--- src/rtl/mem_pager_pkg.sv ---
package mem_pager_pkg;
  localparam int ADDR_W = 16;
  localparam int OFS_W = 14;
  localparam int PAGE_W = 5;
  typedef enum logic [1:0] {REG_ROM = 2'd0, REG_VRAM = 2'd1, REG_FIXED = 2'd2, REG_BANKED = 2'd3} region_e;
  typedef struct packed {
    logic loadEn;
  } pagerCtl_t;
  typedef struct packed {
    logic [PAGE_W-1:0] page;
    logic scr;
    logic rom;
    logic lock;
  } pageReg_t;
endpackage

--- src/rtl/mem_pager_ctrl.sv ---
module mem_pager_ctrl
  import mem_pager_pkg::*;
#(
  parameter logic [15:0] PORT_ADDR = 16'h7FFD
) (
  input  logic clk,
  input  logic rstN,
  input  logic [15:0] addr,
  input  logic ioWr,
  input  logic locked,
  output pagerCtl_t ctl
);
  always_comb ctl.loadEn = ioWr && (addr == PORT_ADDR) && !locked;


  locked_no_load_chk: assert property (@(posedge clk) disable iff (!rstN) locked |-> !ctl.loadEn);
endmodule

--- src/rtl/mem_pager_dp.sv ---
module mem_pager_dp
  import mem_pager_pkg::*;
#(
  parameter int FIXED_PAGE = 2
) (
  input  logic clk,
  input  logic rstN,
  input  pagerCtl_t ctl,
  input  logic [15:0] addr,
  input  logic [7:0] cpuDin,
  input  logic memRd,
  input  logic memWr,
  output logic locked,
  output logic [7:0] cpuDout,
  output logic romCs,
  output logic [14:0] romAddr,
  output logic vramCs,
  output logic [13:0] vramAddr,
  input  logic [7:0] vramDin,
  input  logic [7:0] romDin,
  output logic ramCs,
  output logic ramWe,
  output logic [17:0] ramAddr,
  output logic [1:0] ramBe,
  output logic [15:0] ramDout,
  input  logic [15:0] ramDin,
  output logic scrSel,
  output logic romBank
);
  pageReg_t pr;
  region_e reg_;
  logic acc, upper;
  logic [PAGE_W-1:0] effPage;

  always_ff @(posedge clk or negedge rstN) begin
    if (!rstN) pr <= '0;
    else if (ctl.loadEn)
      pr <= '{page: {cpuDin[7], cpuDin[6], cpuDin[2:0]}, scr: cpuDin[3], rom: cpuDin[4], lock: cpuDin[5]};
  end

  always_comb begin
    reg_ = region_e'(addr[15:14]);
    acc = memRd | memWr;
    effPage = (reg_ == REG_BANKED) ? pr.page : PAGE_W'(FIXED_PAGE);
    upper = effPage[PAGE_W-1];
    romCs = acc && reg_ == REG_ROM;
    vramCs = acc && reg_ == REG_VRAM;
    ramCs = acc && (reg_ == REG_FIXED || reg_ == REG_BANKED);
    ramWe = ramCs && memWr;
    romAddr = {pr.rom, addr[OFS_W-1:0]};
    vramAddr = addr[OFS_W-1:0];
    ramAddr = {effPage[PAGE_W-2:0], addr[OFS_W-1:0]};
    ramBe = ramWe ? (upper ? 2'b10 : 2'b01) : 2'b00;
    ramDout = {cpuDin, cpuDin};
    case (reg_)
      REG_ROM: cpuDout = romDin;
      REG_VRAM: cpuDout = vramDin;
      default: cpuDout = upper ? ramDin[15:8] : ramDin[7:0];
    endcase
    locked = pr.lock;
    scrSel = pr.scr;
    romBank = pr.rom;
  end


  lock_sticky_chk: assert property (@(posedge clk) disable iff (!rstN) $past(locked) |-> locked);

  frozen_chk: assert property (@(posedge clk) disable iff (!rstN) $past(locked) |-> $stable(pr));

  one_cs_chk: assert property (@(posedge clk) disable iff (!rstN) $countones({romCs, vramCs, ramCs}) == (acc ? 1 : 0));

  be_chk: assert property (@(posedge clk) disable iff (!rstN) $onehot0(ramBe));
endmodule

--- src/rtl/mem_pager.sv ---
module mem_pager
  import mem_pager_pkg::*;
#(
  parameter logic [15:0] PORT_ADDR = 16'h7FFD,
  parameter int FIXED_PAGE = 2
) (
  input  logic clk,
  input  logic rstN,
  input  logic [15:0] addr,
  input  logic [7:0] cpuDin,
  input  logic memRd,
  input  logic memWr,
  input  logic ioWr,
  output logic [7:0] cpuDout,
  output logic romCs,
  output logic [14:0] romAddr,
  output logic vramCs,
  output logic [13:0] vramAddr,
  input  logic [7:0] vramDin,
  input  logic [7:0] romDin,
  output logic ramCs,
  output logic ramWe,
  output logic [17:0] ramAddr,
  output logic [1:0] ramBe,
  output logic [15:0] ramDout,
  input  logic [15:0] ramDin,
  output logic scrSel,
  output logic romBank
);
  pagerCtl_t ctl;
  logic locked;

  mem_pager_ctrl #(.PORT_ADDR(PORT_ADDR)) u_ctrl (
    .clk(clk), .rstN(rstN), .addr(addr), .ioWr(ioWr), .locked(locked), .ctl(ctl));

  mem_pager_dp #(.FIXED_PAGE(FIXED_PAGE)) u_dp (
    .clk(clk), .rstN(rstN), .ctl(ctl), .addr(addr), .cpuDin(cpuDin), .memRd(memRd), .memWr(memWr),
    .locked(locked), .cpuDout(cpuDout), .romCs(romCs), .romAddr(romAddr), .vramCs(vramCs),
    .vramAddr(vramAddr), .vramDin(vramDin), .romDin(romDin), .ramCs(ramCs), .ramWe(ramWe),
    .ramAddr(ramAddr), .ramBe(ramBe), .ramDout(ramDout), .ramDin(ramDin), .scrSel(scrSel),
    .romBank(romBank));
endmodule

--- config.mk ---
export PLATFORM = sky130hd
export DESIGN_NAME = mem_pager
export DESIGN_NICKNAME = d
export VERILOG_FILES = /design/src/rtl/mem_pager_pkg.sv /design/src/rtl/mem_pager_ctrl.sv /design/src/rtl/mem_pager_dp.sv /design/src/rtl/mem_pager.sv
export SDC_FILE = /design/constraint.sdc
export NUM_CORES = 1
export LEC_CHECK = 0
export ABC_AREA = 0
export BUFFER_PORTS_ARGS = -buffer_cell sky130_fd_sc_hd__buf_2
export CORE_ASPECT_RATIO = 1.75
export CORE_MARGIN = 3
export CORE_UTILIZATION = 33
export CTS_CLUSTER_SIZE = 25
export DETAILED_ROUTE_END_ITERATION = 6
export PLACE_DENSITY = 0.83
export RECOVER_POWER = 50
export SLEW_MARGIN = 25
export SYNTH_ARGS = -nofsm -noshare
export SYNTH_HDL_FRONTEND = slang
export SYNTH_SLANG_ARGS = --single-unit
export TNS_END_PERCENT = 100
--- constraint.sdc ---
create_clock -name clk -period 2.5 [get_ports clk]
set_input_delay 0.75 -clock clk [delete_from_list [all_inputs] [get_ports clk]]
set_output_delay 0.75 -clock clk [all_outputs]
set_load 0.03 [all_outputs]
==> flow_summary.html <==
<table>
<tr><th>Metric</th><th>Value</th></tr>
<tr><th colspan="2">Run status</th></tr>
<tr><td>Outcome</td><td>finished clean</td></tr>
<tr><th colspan="2">Pwr</th></tr>
<tr><td>Peak supply drop</td><td>between 0.0002 and 0.00025 V</td></tr>
<tr><td>Total internal power</td><td>325 uW</td></tr>
<tr><td>Relative contribution of combinational cells to total power</td><td>51.6%</td></tr>
<tr><td>Switching power as a share of total power</td><td>44.1%</td></tr>
<tr><td>Leakage power total</td><td>0.843 nW</td></tr>
<tr><td>Pwr/cell area</td><td>approximately 390 nW/um2</td></tr>
<tr><td>Power spent charging and discharging nets</td><td>~260 uW</td></tr>
<tr><td>Sequential group share of total power</td><td>approximately 22%</td></tr>
<tr><td>Clock network fraction of total power</td><td>between 20% and 30%</td></tr>
<tr><th colspan="2">Critical path</th></tr>
<tr><td>Arrival time of data at the critical path endpoint</td><td>1.67 ns</td></tr>
<tr><td>Data required time at the worst endpoint</td><td>1.75 ns</td></tr>
<tr><td>Startpoint of the worst-slack reg-to-reg timing path</td><td>u_dp.locked$_DFFE_PN0P_</td></tr>
<tr><td>Number of buffer and inverter instances along the worst setup path</td><td>2</td></tr>
<tr><td>Worst path cell trace</td><td>buf_2 &gt; nand2_2 &gt; mux2i_1 &gt; a21oi_2 &gt; buf_2</td></tr>
<tr><td>Slowest cell on the critical path</td><td>mux2i_1</td></tr>
<tr><td>Cell family contributing the most delay on the critical path</td><td>buffers and inverters</td></tr>
<tr><td>Most frequent cell on the critical path</td><td>buf_2</td></tr>
<tr><td>Reg-to-reg slack, setup</td><td>0.88 ns</td></tr>
<tr><td>Worst path max stage delay</td><td>0.30 ns</td></tr>
<tr><td>Critical Path Fanout Max</td><td>9</td></tr>
<tr><td>Kind of critical path</td><td>primary input to primary output</td></tr>
<tr><td>Type of origin of the critical path</td><td>primary input</td></tr>
<tr><td>Reg2reg end</td><td>u_dp.scrSel$_DFFE_PN0P_</td></tr>
<tr><td>Crit. End Element</td><td>primary output</td></tr>
<tr><td>Number of cells traversed by the worst register-to-register path</td><td>4</td></tr>
<tr><th colspan="2">STA</th></tr>
<tr><td>Hold Vio Cnt, Final</td><td>0</td></tr>
<tr><td>Final period utilization</td><td>96.7%</td></tr>
<tr><td>Relative max-transition margin</td><td>70.8%</td></tr>
<tr><td>Post-route minimum period</td><td>2.42 ns</td></tr>
<tr><td>Worst-Margin Slew</td><td>0.438 ns</td></tr>
<tr><td>Pins over their slew limit</td><td>0</td></tr>
<tr><td>Max Fclk</td><td>414 MHz</td></tr>
<tr><td>Number of endpoints failing setup at the final stage</td><td>0</td></tr>
<tr><td>Unrepaired setup endpoints after global routing</td><td>no</td></tr>
<tr><td>Largest clock skew in the final design</td><td>roughly 0.00048 ns</td></tr>
<tr><th colspan="2">Clock tree</th></tr>
<tr><td>Root buffer cell</td><td>clkbuf_8</td></tr>
<tr><td>TritonCTS sink count</td><td>8</td></tr>
<tr><td>CTS tree</td><td>yes</td></tr>
<tr><td>Clock transition at the registers of the reported paths</td><td>0.04 ns</td></tr>
<tr><td>Worst-skew pair later-pin latency</td><td>0.22 ns</td></tr>
<tr><td>Number of H-tree levels</td><td>1</td></tr>
<tr><td>Number of buffers inserted by hold repair at cts</td><td>0</td></tr>
<tr><td>Buffer count from post-CTS setup fixing</td><td>0</td></tr>
<tr><td>CTS Buf Count</td><td>3</td></tr>
<tr><td>Buffers from clock root to sink, at most</td><td>2</td></tr>
<tr><td>Resized cells post-CTS</td><td>0</td></tr>
<tr><th colspan="2">Yosys</th></tr>
<tr><td>Post-synthesis instance total</td><td>around 130</td></tr>
<tr><td>Netlist cell types</td><td>24</td></tr>
<tr><td>Register area share after synthesis</td><td>17.5%</td></tr>
<tr><td>Post-synth EDFFs</td><td>0</td></tr>
<tr><td>Area share of the largest cell type after synthesis</td><td>38.7%</td></tr>
<tr><td>Net count after synthesis</td><td>193</td></tr>
<tr><td>Library cell occupying the most area in the post-synthesis netlist</td><td>buf_4</td></tr>
<tr><td>Ys async rst share</td><td>100%</td></tr>
<tr><td>Largest cells by area after synthesis</td><td>buf_4 (39%), dfrtp_1 (17%), mux2_4 (9.2%), mux2i_1 (7.0%), a211oi_1 (5.2%)</td></tr>
<tr><td>Count leader, synth</td><td>buf_4</td></tr>
<tr><td>Synth Area per Inst</td><td>8.67 um2</td></tr>
<tr><td>Area of the mapped netlist</td><td>between 1000 and 1500 um2</td></tr>
<tr><td>Most used DFF post-synth</td><td>dfrtp_1</td></tr>
<tr><td>Seq cells post-synth</td><td>8</td></tr>
<tr><td>Yosys warning total</td><td>0</td></tr>
<tr><td>Most used standard cells in the synthesized netlist</td><td>buf_4 (59), nor2b_1 (9)</td></tr>
<tr><th colspan="2">Cells and area</th></tr>
<tr><td>Antenna diodes</td><td>0</td></tr>
<tr><td>Final non-filler cell area</td><td>1480 um2</td></tr>
<tr><td>Area Growth Syn to Fin</td><td>29.5%</td></tr>
<tr><td>Fraction of layout instances using a drive strength above 1</td><td>58.7%</td></tr>
<tr><td>Fill cell instance count of the final layout</td><td>363</td></tr>
<tr><td>Finished Layout Cells</td><td>256</td></tr>
<tr><td>Util after Layout</td><td>between 40 and 50%</td></tr>
<tr><td>Fin nets</td><td>276</td></tr>
<tr><th colspan="2">GRT</th></tr>
<tr><td>GRT Resource Usage Total</td><td>13.8%</td></tr>
<tr><td>Largest net degree at the start of global routing</td><td>26</td></tr>
<tr><td>Grt total ovfl</td><td>0</td></tr>
<tr><td>Wire length of the first global-routing pass</td><td>4790 um</td></tr>
<tr><td>Number of antenna violations at the first check in global routing</td><td>0</td></tr>
<tr><td>Via count of the first global-routing pass</td><td>1083</td></tr>
<tr><th colspan="2">Drt</th></tr>
<tr><td>Post-detailed-route DRC marker count</td><td>0</td></tr>
<tr><td>Detailed-route wire length per cell</td><td>12.2 um</td></tr>
<tr><td>Number of antenna-violating nets in the routed design</td><td>0</td></tr>
<tr><td>First drt pass iteration count</td><td>3</td></tr>
<tr><td>Final wirelength</td><td>between 3000 and 4000 um</td></tr>
<tr><td>Total number of vias</td><td>approximately 1100</td></tr>
<tr><td>Drt first-iter violations</td><td>4</td></tr>
<tr><td>Average via count per standard cell</td><td>4.39</td></tr>
<tr><th colspan="2">Die</th></tr>
<tr><td>Placement Rows</td><td>27</td></tr>
<tr><td>Die height</td><td>~84 um</td></tr>
<tr><td>Initial Util</td><td>about a third</td></tr>
<tr><td>Total die area</td><td>4240 um2</td></tr>
<tr><td>DIE WIDTH</td><td>50.5 um</td></tr>
<tr><td>Placeable Area</td><td>3240 um2</td></tr>
<tr><td>Number of ports placed on the die boundary</td><td>140</td></tr>
<tr><th colspan="2">Placed design</th></tr>
<tr><td>Port Buffers</td><td>139</td></tr>
<tr><td>Placed standard-cell area</td><td>roughly 1500 um2</td></tr>
<tr><td>Total instance count after detailed placement</td><td>253</td></tr>
<tr><td>Global placer's final weighted congestion</td><td>between 0.7 and 0.8</td></tr>
<tr><td>HPWL reported at the end of detailed placement</td><td>2750 um</td></tr>
<tr><th colspan="2">Hold path</th></tr>
<tr><td>Min-delay worst type</td><td>primary input to async pin</td></tr>
<tr><th colspan="2">Flow run</th></tr>
<tr><td>Total of max-cap violations</td><td>0</td></tr>
</table>
final cells by class:
cell class / count / area (um2) / area share (%)
sequential: 8 / 200 / 13.5
inverter: 1 / 3.75 / 0.253
clock buffer: 3 / 41.3 / 2.78
tap: 43 / 53.8 / 3.63
multi-input combinational: 58 / 508 / 34.3
timing repair buffer: 143 / 676 / 45.6
worst register-to-register path: cells and delay by family, from the launching register on:
family | cells | cell delay, ns
and+or+nand+nor | 2 | 0.63
DFF | 1 | 0.37
muxes | 1 | 0.30
buffers and inverters | 1 | 0.20
worst max-delay path by stage:
stage          cells past startpoint  slack, ns      from                      end
6_report                           5       0.08  addr[14]               cpuDout[5]
5_1_grt                            5       0.02  addr[14]               cpuDout[5]
4_1_cts                            5       0.08  addr[14]               cpuDout[5]
3_5_place_dp                       6       0.07   addr[1]  u_dp.scrSel$_DFFE_PN0P_
3_3_place_gp                       6       0.07  addr[15]   u_dp.pr[5]$_DFFE_PN0P_
2_1_floorplan                      3      -0.05  addr[14]                   vramCs
power groups by stage:
| stage | combinational, mW | sequential, mW | clock, mW |
|---|---|---|---|
| floorplan | 0.253 | 0.132 | 0 |
| global placement | 0.307 | 0.132 | 0 |
| detailed placement | 0.310 | 0.132 | 0 |
| CTS | 0.311 | 0.130 | 0.157 |
| global route | 0.320 | 0.130 | 0.164 |
| finish | 0.300 | 0.130 | 0.151 |
cell families (layout without fill, tap and decap cells):
logic type	after synthesis	after routing	synth area share, %
and+or+nand+nor	26	26	14.6
DFF	8	8	17.5
muxes	15	15	16.2
AOI/OAI and AO/OA	17	17	9.40
buffers and inverters	66	147	42.3
flip-flops by register name (all words and copies together), names as in the netlist:
| signal | flops |
|---|---|
| u_dp.locked | 1 |
| u_dp.scrSel | 1 |
| u_dp.romBank | 1 |
| u_dp.pr | 5 |
layer usage:
metal | GRT usage (%) | share of wire [%] | vias up
met2 | 26.4 | 55 | 68
met4 | 5.15 | 1.3 | 0
met1 | 13.4 | 33 | 494
met3 | 3.58 | 11 | 6
met5 | 0 | 0 | -
li1 | - | - | 555
cells in the final DEF, fill, tap and decap left out:
cell type  instances
and3_1             3
nor3_2             1
nand2_2            1
and2_1             2
buf_4              4
clkbuf_8           3
a211oi_2           1
nor4bb_1           1
clkbuf_1          40
dfrtp_1            8
or4_1              1
mux2_4             7
buf_2             99
nor2b_1            9
and4_1             1
nand4b_1           1
nand4_1            2
a21oi_2            8
a211oi_1           7
nor3b_2            1
mux2i_1            8
o21bai_1           1
nand3b_1           1
nor2_1             1
inv_1              1
nand3_1            1
per-stage QoR:
| stage | TNS [ns] | hold slack (ns) | total power, mW | setup WS (ns) |
|---|---|---|---|---|
| CTS | 0 | 0.366 | 0.598 | 0.0761 |
| global route | 0 | 0.485 | 0.613 | 0.0154 |
| floorplan | -0.0471 | 0.433 | 0.385 | -0.0471 |
| detailed placement | 0 | 0.488 | 0.442 | 0.0659 |
| finish | 0 | 0.440 | 0.581 | 0.0821 |
| global placement | 0 | 0.492 | 0.439 | 0.0750 |
Note: power is estimated with default switching activity, not from simulation.
